File: src/rtl/pulse_accum.sv
module pulse_accum #(
  parameter int W  = 8,
  parameter int AW = 2
) (
  input  logic          clk,
  input  logic          rst_n,
  input  logic          pin,
  input  logic          tick,
  input  logic          wr,
  input  logic [AW-1:0] addr,
  input  logic [W-1:0]  wdata,
  output logic [W-1:0]  rdata,
  output logic          irq
);
  localparam logic [AW-1:0] A_CNT = AW'(0);
  localparam logic [AW-1:0] A_CTL = AW'(1);
  localparam logic [AW-1:0] A_FLG = AW'(2);
  localparam int B_OVF = 5;
  localparam int B_EDG = 4;

  logic [W-1:0] cnt_q;
  logic [4:0]   ctl_q;
  logic         ovf_q, edg_q;
  logic         s1, s2, s3;

  wire en_q   = ctl_q[0];
  wire mode_q = ctl_q[1];
  wire pol_q  = ctl_q[2];
  wire oie_q  = ctl_q[3];
  wire eie_q  = ctl_q[4];

  wire cnt_wr = wr && addr == A_CNT;
  wire ctl_wr = wr && addr == A_CTL;
  wire flg_wr = wr && addr == A_FLG;

  wire rise   = s2 & ~s3;
  wire fall   = ~s2 & s3;
  wire ev     = pol_q ? rise : fall;
  wire open_g = s2 ^ pol_q;
  wire bump   = en_q & (mode_q ? (tick & open_g) : ev);
  wire wrap   = bump & ~cnt_wr & (&cnt_q);

  always_ff @(posedge clk or negedge rst_n)
    if (!rst_n) {s1, s2, s3} <= 3'b000;
    else        {s1, s2, s3} <= {pin, s1, s2};

  always_ff @(posedge clk)
    if (cnt_wr)    cnt_q <= wdata;
    else if (bump) cnt_q <= cnt_q + 1'b1;

  always_ff @(posedge clk or negedge rst_n)
    if (!rst_n)      ctl_q <= '0;
    else if (ctl_wr) ctl_q <= wdata[4:0];

  always_ff @(posedge clk or negedge rst_n)
    if (!rst_n) begin
      ovf_q <= 1'b0;
      edg_q <= 1'b0;
    end else begin
      ovf_q <= (ovf_q & ~(flg_wr & wdata[B_OVF])) | wrap;
      edg_q <= (edg_q & ~(flg_wr & wdata[B_EDG])) | (en_q & ev);
    end

  always_comb begin
    rdata = '0;
    case (addr)
      A_CNT: rdata = cnt_q;
      A_CTL: rdata[4:0] = ctl_q;
      A_FLG: begin
        rdata[B_OVF] = ovf_q;
        rdata[B_EDG] = edg_q;
      end
      default: rdata = '0;
    endcase
  end

  assign irq = (ovf_q & oie_q) | (edg_q & eie_q);


  cnt_wrap_chk: assert property (@(posedge clk) disable iff (!rst_n)
    (bump && !cnt_wr && cnt_q == {W{1'b1}}) |=> (cnt_q == '0 && ovf_q));


  host_wins_chk: assert property (@(posedge clk) disable iff (!rst_n)
    cnt_wr |=> cnt_q == $past(wdata));


  idle_hold_chk: assert property (@(posedge clk) disable iff (!rst_n)
    (!en_q && !cnt_wr) |=> $stable(cnt_q));


  gate_block_chk: assert property (@(posedge clk) disable iff (!rst_n)
    (en_q && mode_q && s2 == pol_q && !cnt_wr) |=> $stable(cnt_q));


  step_one_chk: assert property (@(posedge clk) disable iff (!rst_n)
    (!mode_q && !cnt_wr) |=> (cnt_q == $past(cnt_q) || cnt_q == $past(cnt_q) + 1'b1));


  ovf_clear_chk: assert property (@(posedge clk) disable iff (!rst_n)
    (flg_wr && wdata[B_OVF] && !bump) |=> !ovf_q);
endmodule

File: config.mk
export PLATFORM = sky130hd
export DESIGN_NAME = pulse_accum
export DESIGN_NICKNAME = d
export VERILOG_FILES = /design/src/rtl/pulse_accum.sv
export SDC_FILE = /design/constraint.sdc
export NUM_CORES = 1
export LEC_CHECK = 0
export BUFFER_PORTS_ARGS = -buffer_cell sky130_fd_sc_hd__clkbuf_2
export CAP_MARGIN = 15
export CORE_MARGIN = 3
export CORE_UTILIZATION = 51
export DETAILED_ROUTE_END_ITERATION = 8
export GPL_TIMING_DRIVEN = 0
export PLACE_DENSITY = 0.8
export SYNTH_ARGS = -nofsm -noshare
export SYNTH_HDL_FRONTEND = slang
export SYNTH_SLANG_ARGS = --single-unit
File: constraint.sdc
create_clock -name clk -period 2.05 [get_ports clk]
set_input_delay 0 -clock clk [delete_from_list [all_inputs] [get_ports clk]]
set_output_delay 0 -clock clk [all_outputs]
set_load 0.005 [all_outputs]
Word-level counts from Yosys, hierarchy flattened
Index checks and enable logic that the tools add are counted.
{"block": "op_classes", "muxes": 8, "n_bitwise": 22, "div_mod_pow": 0, "mul": 0, "addsub": 1, "n_shift": 0, "order_cmp": 0, "n_reduce_logical": 6, "eq_ne": 2}
{"op": "$mux 8", "n": 2}
{"op": "$and 1x1->1", "n": 13}
{"op": "$add 8x1->8 const B", "n": 1}
{"op": "$pmux 4 s2", "n": 1}
{"op": "$reduce_and 8->1", "n": 1}
{"op": "$not 1->1", "n": 5}
{"op": "$logic_and 1x1->1", "n": 3}
{"op": "$or 1x1->1", "n": 3}
{"op": "$pmux 1 s3", "n": 1}
{"op": "$eq 2x1->1 const B", "n": 1}
{"op": "$eq 2x2->1 const B", "n": 1}
{"op": "$logic_not 2->1", "n": 1}
{"op": "$mux 1", "n": 2}
{"op": "$mux 2", "n": 1}
{"op": "$pmux 1 s2", "n": 1}
{"op": "$reduce_bool 2->1", "n": 1}
{"op": "$xor 1x1->1", "n": 1}
{"block": "word_totals", "n_memories": 0, "ramBits": 0, "latch_bits": 0, "rom_bits": 0, "ff_bits": 18}

Depth between registers and ports, before layout
Gate-level depths: netlist (run 1).
{"block": "depth", "word_depth": 8, "depth_mapped": 4}

Worst setup path before layout (run 1)
Ideal clock, no wire load.
{"block": "synth_timing", "kind": "flip-flop to flip-flop", "startpoint": "reg s2", "endpoint": "reg cnt_q[0] (enable)", "path_slack_ps": 249, "t_required_ps": 1676, "n_path_buf": 0, "setup_time_ps": 374, "arrival_time_ps": 1427, "path_stages_with_launch": 4, "cell_sequence": "dfrtp_1 -> nand2b_1 -> mux4_2 -> o21ai_1"}
{"block": "synth_between", "elab_chain_len": 6}
{"element": "start: declaration", "line": "24", "text": "logic s1, s2, s3;"}
{"element": "start signal: assignment", "line": "45", "text": "else {s1, s2, s3} <= {pin, s1, s2};"}
{"element": "$not 1->1", "line": "37", "text": "wire fall = ~s2 & s3;"}
{"element": "$and 1x1->1", "line": "37"}
{"element": "$mux 1", "line": "38", "text": "wire ev = pol_q ? rise : fall;"}
{"element": "$mux 1 *", "line": "40", "text": "wire bump = en_q & (mode_q ? (tick & open_g) : ev);"}
{"element": "$and 1x1->1 *", "line": "40"}
{"element": "$reduce_bool 2->1 (no line) *"}
{"element": "end signal: assignment", "line": "48", "text": "if (cnt_wr) cnt_q <= wdata;"}
{"element": "end signal: assignment", "line": "49", "text": "else if (bump) cnt_q <= cnt_q + 1'b1;"}
{"element": "end: declaration", "line": "21", "text": "logic [W-1:0] cnt_q;"}
Every way passes the cells marked *; elsewhere a longest branch is shown, timed or not.
A chain may end at the register's enable or synchronous reset.

Worst setup path after layout (run 1)
{"block": "layout_timing", "startpoint": "reg s2", "endpoint": "reg cnt_q[3] (enable)"}
Same word-level chain as after synthesis.

==> flow_metrics.py, run 1 <==
metrics = {
    "status": {
        "status": "completed",
    },
    "critical_path": {
        "crit_required_ns": 2.00,
        "ff2ff_setup_slack_ns": 0.26,
        "startpoint_type": "register",
        "crit_fanout": 8,
        "r2r_cells": 3,
        "r2r-end": "cnt_q[3]",
        "end_kind": "register",
        "reg2reg_from": "s2",
        "crit_path_start": "s2",
        "endpoint": "cnt_q[3]",
        "crit_arrival_ns": 1.75,
        "critPathKind": "reg -> reg",
    },
    "clock_tree": {
        "cts_buffer_depth": 2,
        "cts_buffers": 3,
        "cts_tree": "yes",
        "post_cts_buffers": 0,
        "cts_sinks": 18,
        "clock_latency_ns": 0.29,
        "clkTransAtPathRegs_ns": 0.11,
        "cts_root_buf": "clkbuf_4",
        "cts_max_level": 1,
    },
    "route": {
        "top_layer": "met4",
        "drc": 0,
        "routed_via_density": 5.40,
        "drtAntennaViolNets": 0,
        "wire_per_inst_um": 13.9,
        "num_vias": 832,
        "drtIter0Drc": 24,
        "first_pass_iters": 4,
        "totalWireLength_um": 2140,
        "met2WireLength_um": 1060,
        "wl_met1_um": 986,
        "met3_length_um": 75,
    },
    "place": {
        "gp_congestion": 0.809,
        "place_area_sq_um": 1150,
        "io_buffers": 23,
        "dpl.hpwl_um": 1590,
    },
    "timing": {
        "rsz0062_at_grt": "no",
        "worst_slew_pin_slew_ns": 0.454,
        "fmax_mhz": 557,
        "hold_viol": 0,
        "period_needed_ns": 1.79,
        "setup_tns_ns": 0,
        "finalClockSkew_ns": 0.0109,
        "setup_viol": 0,
        "fin_crit_sh_pct": 87.5,
        "maxSlewViolCount": 0,
        "relSlewSlack_pct": 69.7,
    },
    "floorplanning": {
        "core_sq_um": 1800,
        "die-area_sq_um": 2540,
        "die_h_um": 50.4,
        "rows": 15,
        "die_w_um": 50.4,
        "initial_core_util_pct": 55.9,
        "io_pins": 24,
    },
    "cells_and_area": {
        "seq_area_sq_um": 490,
        "final_util_pct": 70.7,
        "fillers": 149,
        "drive_gt1_share_pct": 31.0,
        "area_growth_syn_to_layout_pct": 26.5,
        "n_antenna_cell": 0,
        "multi_input_area_sq_um": 502,
        "final_cell_area_sq_um": 1270,
        "nets": 146,
    },
    "synth": {
        "yosys-top-cells-area": "dfrtp_1 (25%), edfxtp_1 (24%), mux2i_1 (7.0%), mux2_2 (5.6%), nand2_1 (4.8%)",
        "synth-seq-area-share_pct": 48.7,
        "async_reset_ff_share_pct": 55.6,
        "syn_nets": 110,
        "netlist_area_sq_um": 1010,
        "dominantRegCellSynth": "dfrtp_1",
        "synth_cells": 94,
        "yosys_register_bits": 18,
        "synth_cell_types": 29,
        "ys.warnings.count": 0,
        "syn-mean-instance-area_sq_um": 10.7,
        "synth_edf_count": 8,
        "synth_area_leader_cell": "dfrtp_1",
        "synth.top_cell.area_share_pct": 24.8,
    },
    "global_routing": {
        "antenna_found_initial": 0,
        "grt-ovfl-total": 0,
        "grt_usage_pct": 19.4,
        "grt_pass1_wl_um": 3730,
        "grt_pass1_vias": 859,
        "grt_max_degree": 11,
    },
    "pwr": {
        "p_per_area_nw_per_um2": 719,
        "p_leak_uw": 0.000542,
        "vdd_drop_max_v": 0.000572,
    },
    "min_path": {
        "hp-class": "in -> reg",
    },
    "job": {
        "drv_cap": 0,
    },
}
## worst min path at each step
stage | startpoint | to | slack [ns] | cells after the start
finish | wdata[6] | cnt_q[6] | 0.06 | 3
global route | wdata[6] | cnt_q[6] | 0.09 | 3
CTS | wdata[6] | cnt_q[6] | 0.06 | 3
detailed placement | rst_n | ctl_q[0] | -0.13 | 1
global placement | rst_n | s1 | -0.13 | 1
floorplan | rst_n | ctl_q[0] | -0.30 | 0
## kinds of logic after synthesis
group | count (synthesis) | share of synthesized area, %
flops | 18 | 48.7
buf+inv | 4 | 1.86
mux | 13 | 14.8
xor+xnor | 3 | 2.61
compound gates | 14 | 8.20
simple gates | 41 | 22.6
fa+ha+maj | 1 | 1.24
## sequential cells by signal, indices dropped and copies added (netlist names)
name / cells
cnt_q: 8
ctl_q: 5
edg_q: 1
ovf_q: 1
s1: 1
s2: 1
s3: 1
## worst max-delay path: stages, from the launching register on
cell and delay, ns:
dfrtp_1 0.42, nand2b_1 0.17, mux4_2 0.49, o21ai_2 0.40
## through the flow
stage	cells	hold WS, ns	total power (uW)	setup WS (ns)
finish	154	0.0570	916	0.256
global route	154	0.0865	971	0.144
CTS	154	0.0600	922	0.227
detailed placement	142	-0.128	695	0.00491
global placement	142	-0.126	686	0.0619
floorplan	94	-0.296	613	0.249
## routing by layer
metal	up-vias	GRT usage [%]
met3	2	2.08
met1	391	25.7
met5	-	0
met4	0	6.73
met2	21	33.0
li1	418	-
## final cells by class
class                      instances  share of cell area, %
inverter                           1                  0.295
timing repair buffer              31                   15.3
buffer                             3                   1.18
sequential                        18                   38.5
tap                               25                   2.46
clock buffer                       4                   2.85
multi-input combinational         72                   39.4
## what timing repair did
item	4_1_cts	5_1_grt
endpoints found under the hold margin	17	0
endpoints found under the setup margin	7	0
hold buffers	8	0
resized for setup	1	0
## layout by cell type (no fill, tap or decap)
cell type	instances
buf_2	3
clkbuf_4	3
a22o_1	2
nand4_1	1
inv_1	1
xor2_1	2
o21ai_0	6
or4_1	2
mux4_2	1
o211ai_1	1
clkbuf_2	23
nand2_1	13
or3b_2	1
mux2_2	5
nor3b_1	2
ha_1	1
nor2b_1	1
nor2_1	8
or3_1	2
mux2i_1	7
nor3b_4	1
a31oi_1	2
nand2b_1	3
edfxtp_1	8
xnor2_1	1
clkbuf_8	1
nand3_1	4
o21ai_2	1
nand4b_1	2
o21ai_1	1
dfrtp_1	10
a21oi_1	1
nand3_2	1
dlygate4sd3_1	8
## synthesized netlist by cell type (2+ instances only)
cell type / n
dfrtp_1: 10
a22o_1: 2
edfxtp_1: 8
a31oi_1: 2
nand4b_1: 2
nor3b_1: 2
nand3_1: 4
nor2_1: 8
nand2b_1: 3
o21ai_0: 6
o21ai_1: 2
mux2i_1: 7
mux2_2: 5
buf_2: 3
xor2_1: 2
nand2_1: 13
or4_1: 2
or3_1: 2
## report_power, final
part           internal, uW  switching [uW]  total (uW)
combinational           112            93.9         206
sequential              439            55.1         494
clock                   108             108         216
total                   659             257         916
(Power assumes the default switching activity.)
==> run 2: changes to the inputs <==
Settings changed: ABC_AREA set to 1.
==> run 2 against run 1 <==
Critical path depth grew 4. Sequential share of layout area grew 0.50 points. Combinational power is essentially flat. The run now ends with hold timing left. Register-to-register slack gained 0.39 ns. Largest power group unchanged.
==> flow_metrics.py, run 2 <==
metrics = {
    "status": {
        "status": "complete, but fails checks",
        "violations": "hold timing",
    },
    "clock_tree": {
        "cts_max_level": 1,
        "cts_sinks": 18,
        "cts_root_buf": "clkbuf_4",
        "clock_latency_ns": 0.30,
        "cts_tree": "yes",
        "clkTransAtPathRegs_ns": 0.11,
        "cts_buffer_depth": 2,
        "cts_buffers": 3,
    },
    "job": {
        "drv_cap": 0,
    },
    "place": {
        "place_ws_ns": 0.614,
        "place_area_sq_um": 1150,
        "io_buffers": 23,
        "dp_cells": 172,
        "gp_congestion": 0.838,
        "dpl.hpwl_um": 1720,
    },
    "route": {
        "wire_per_inst_um": 12.4,
        "routed_via_density": 5.03,
        "drtAntennaViolNets": 0,
        "met2WireLength_um": 1070,
        "met3_length_um": 160,
        "first_pass_iters": 4,
        "num_vias": 926,
        "wl_met1_um": 1010,
        "drc": 0,
        "top_layer": "met4",
        "totalWireLength_um": 2270,
        "drtIter0Drc": 27,
    },
    "synth": {
        "synth-seq-area-share_pct": 48.8,
        "dominantRegCellSynth": "dfrtp_1",
        "yosys-top-cells-count": "nand2_1 (32), inv_1 (22), o21ai_0 (13), nand3_1 (12), dfrtp_1 (10)",
        "synth_cell_types": 19,
        "synth.top_cell.area_share_pct": 24.9,
        "synth_area_leader_cell": "dfrtp_1",
        "synth_edf_count": 8,
        "async_reset_ff_share_pct": 55.6,
        "syn_nets": 140,
        "synth_most_common_cell": "nand2_1",
        "synth_cells": 124,
        "syn-mean-instance-area_sq_um": 8.10,
        "netlist_area_sq_um": 1000,
        "yosys_register_bits": 18,
        "ys.warnings.count": 0,
        "yosys-top-cells-area": "dfrtp_1 (25%), edfxtp_1 (24%), nand2_1 (12%), inv_1 (8.2%), o21ai_0 (6.5%)",
    },
    "pwr": {
        "power_frac_clock_pct": 21.1,
        "p_sw_uw": 262,
        "comb_power_share_pct": 24.2,
        "p_leak_uw": 0.000644,
        "pwr-share-seq_pct": 54.6,
        "p_int_uw": 592,
        "switching_share_pct": 30.7,
        "vdd_drop_max_v": 0.000518,
        "p_per_area_nw_per_um2": 679,
    },
    "cells_and_area": {
        "final_util_pct": 69.8,
        "drive_gt1_share_pct": 20.8,
        "fillers": 159,
        "area_growth_syn_to_layout_pct": 25.2,
        "top_register": "cnt_q",
        "stdcell_count": 184,
        "n_antenna_cell": 0,
        "nets": 176,
        "multi_input_area_sq_um": 420,
        "top_regs": "cnt_q x8, ctl_q x5",
        "seq_area_sq_um": 490,
        "layout_common_cells": "nand2_1 (32), clkbuf_2 (23), inv_1 (22), o21ai_0 (13), nand3_1 (12)",
        "largest_register_ffs": 8,
        "mostFrequentLayoutCell": "nand2_1",
        "final_cell_area_sq_um": 1260,
    },
    "timing": {
        "setup_tns_ns": 0,
        "fmax_mhz": 711,
        "worst_slew_pin_slew_ns": 0.339,
        "hold_viol": 1,
        "setup_viol": 0,
        "whs_ns": -0.00533,
        "maxSlewViolCount": 0,
        "rsz0062_at_grt": "no",
        "setup_slack_ns": 0.643,
        "period_needed_ns": 1.41,
        "fin_crit_sh_pct": 68.6,
        "relSlewSlack_pct": 77.2,
        "finalClockSkew_ns": 0.0134,
    },
    "floorplanning": {
        "die_h_um": 50.4,
        "io_pins": 24,
        "core_sq_um": 1800,
        "die-area_sq_um": 2540,
        "rows": 15,
        "initial_core_util_pct": 55.8,
        "die_w_um": 50.4,
    },
    "critical_path": {
        "critPathKind": "reg -> reg",
        "end_kind": "register",
        "crit_fanout": 8,
        "ff2ff_setup_slack_ns": 0.64,
        "r2r_cells": 7,
        "reg2reg_from": "ctl_q[2]",
        "r2r-end": "cnt_q[3]",
        "crit_arrival_ns": 1.39,
        "startpoint_type": "register",
        "crit_required_ns": 2.03,
    },
    "global_routing": {
        "grt-ovfl-total": 0,
        "grt_max_degree": 11,
        "antenna_found_initial": 0,
        "grt_pass1_wl_um": 3770,
        "grt_usage_pct": 19.8,
        "grt_pass1_vias": 916,
    },
    "min_path": {
        "hp-class": "in -> reg",
        "worstHoldStart": "wdata[4]",
        "worstHoldPathCells": 3,
        "hold-path-endpoint": "ctl_q[4]",
    },
}
run 2: cell count changes after synthesis, moves of 3 or more:
cell      delta
buf_2        -3
inv_1       +21
mux2_2       -5
mux2i_1      -7
nand2_1     +19
nand2b_1     -3
nand3_1      +8
o21ai_0      +7
o21ai_1      +4
run 2: timing repair:
item / 4_1_cts / 5_1_grt
endpoints found under the hold margin: 17 / 0
gates resized for setup: 0 / 0
buffers inserted: 0 / 0
hold buffers: 8 / 0
run 2: worst max path at each step:
stage	startpoint	end	cells past startpoint	slack [ns]
floorplan	ctl_q[2]	cnt_q[0]	7	0.79
global placement	ctl_q[2]	cnt_q[3]	7	0.61
detailed placement	ctl_q[2]	cnt_q[0]	7	0.61
CTS	ctl_q[2]	cnt_q[0]	7	0.62
global route	s2	cnt_q[1]	6	0.49
finish	ctl_q[2]	cnt_q[3]	7	0.64
run 2: kinds of logic (layout without fill, tap and decap cells):
| kind of cell | Yosys count | in the layout | share of synthesized area, % |
|---|---|---|---|
| and+or+nand+nor | 56 | 56 | 25.2 |
| AOI/OAI and AO/OA | 25 | 25 | 14.6 |
| buffers and inverters | 23 | 58 | 9.34 |
| DFF | 18 | 18 | 48.8 |
| adders and majority gates | 1 | 1 | 1.25 |
| xor gates and xnor gates | 1 | 1 | 0.872 |
run 2: worst max-delay path, cell delays in order (launching register included):
cell and delay, ns:
dfrtp_1 0.40, inv_1 0.07, nand2_1 0.06, nand2_1 0.05, o21ai_0 0.09, nand2_1 0.09
nand2_1 0.06, nand2_1 0.28
run 2: area by class of cell:
cell class / count / area share (%)
Buffer: 1 / 0.896
Clock buffer: 3 / 1.79
Clock inverter: 1 / 0.299
Inverter: 22 / 6.57
Multi-Input combinational cell: 83 / 33.4
Sequential cell: 18 / 39.0
Tap cell: 25 / 2.49
Timing Repair Buffer: 31 / 15.5
run 2: per-stage QoR:
stage          total power (uW)  hold slack (ns)
2_1_floorplan               592           -0.296
3_5_place_dp                667           -0.123
3_3_place_gp                658           -0.131
4_1_cts                     857          0.00202
5_1_grt                     905           0.0364
6_report                    853         -0.00533
run 2: power groups by stage:
stage / clock [uW] / sequential [uW] / combinational (uW)
after CTS: 185 / 465 / 207
after global routing: 197 / 472 / 236
after global placement: 0 / 471 / 187
final: 180 / 466 / 207
after floorplan: 0 / 465 / 127
after detailed placement: 0 / 473 / 194
run 2: routing by layer:
layer / up-vias / global-route usage, %
met3: 5 / 2.37
li1: 470 / -
met4: 0 / 8.07
met1: 409 / 24.9
met5: - / 0
met2: 42 / 34.3
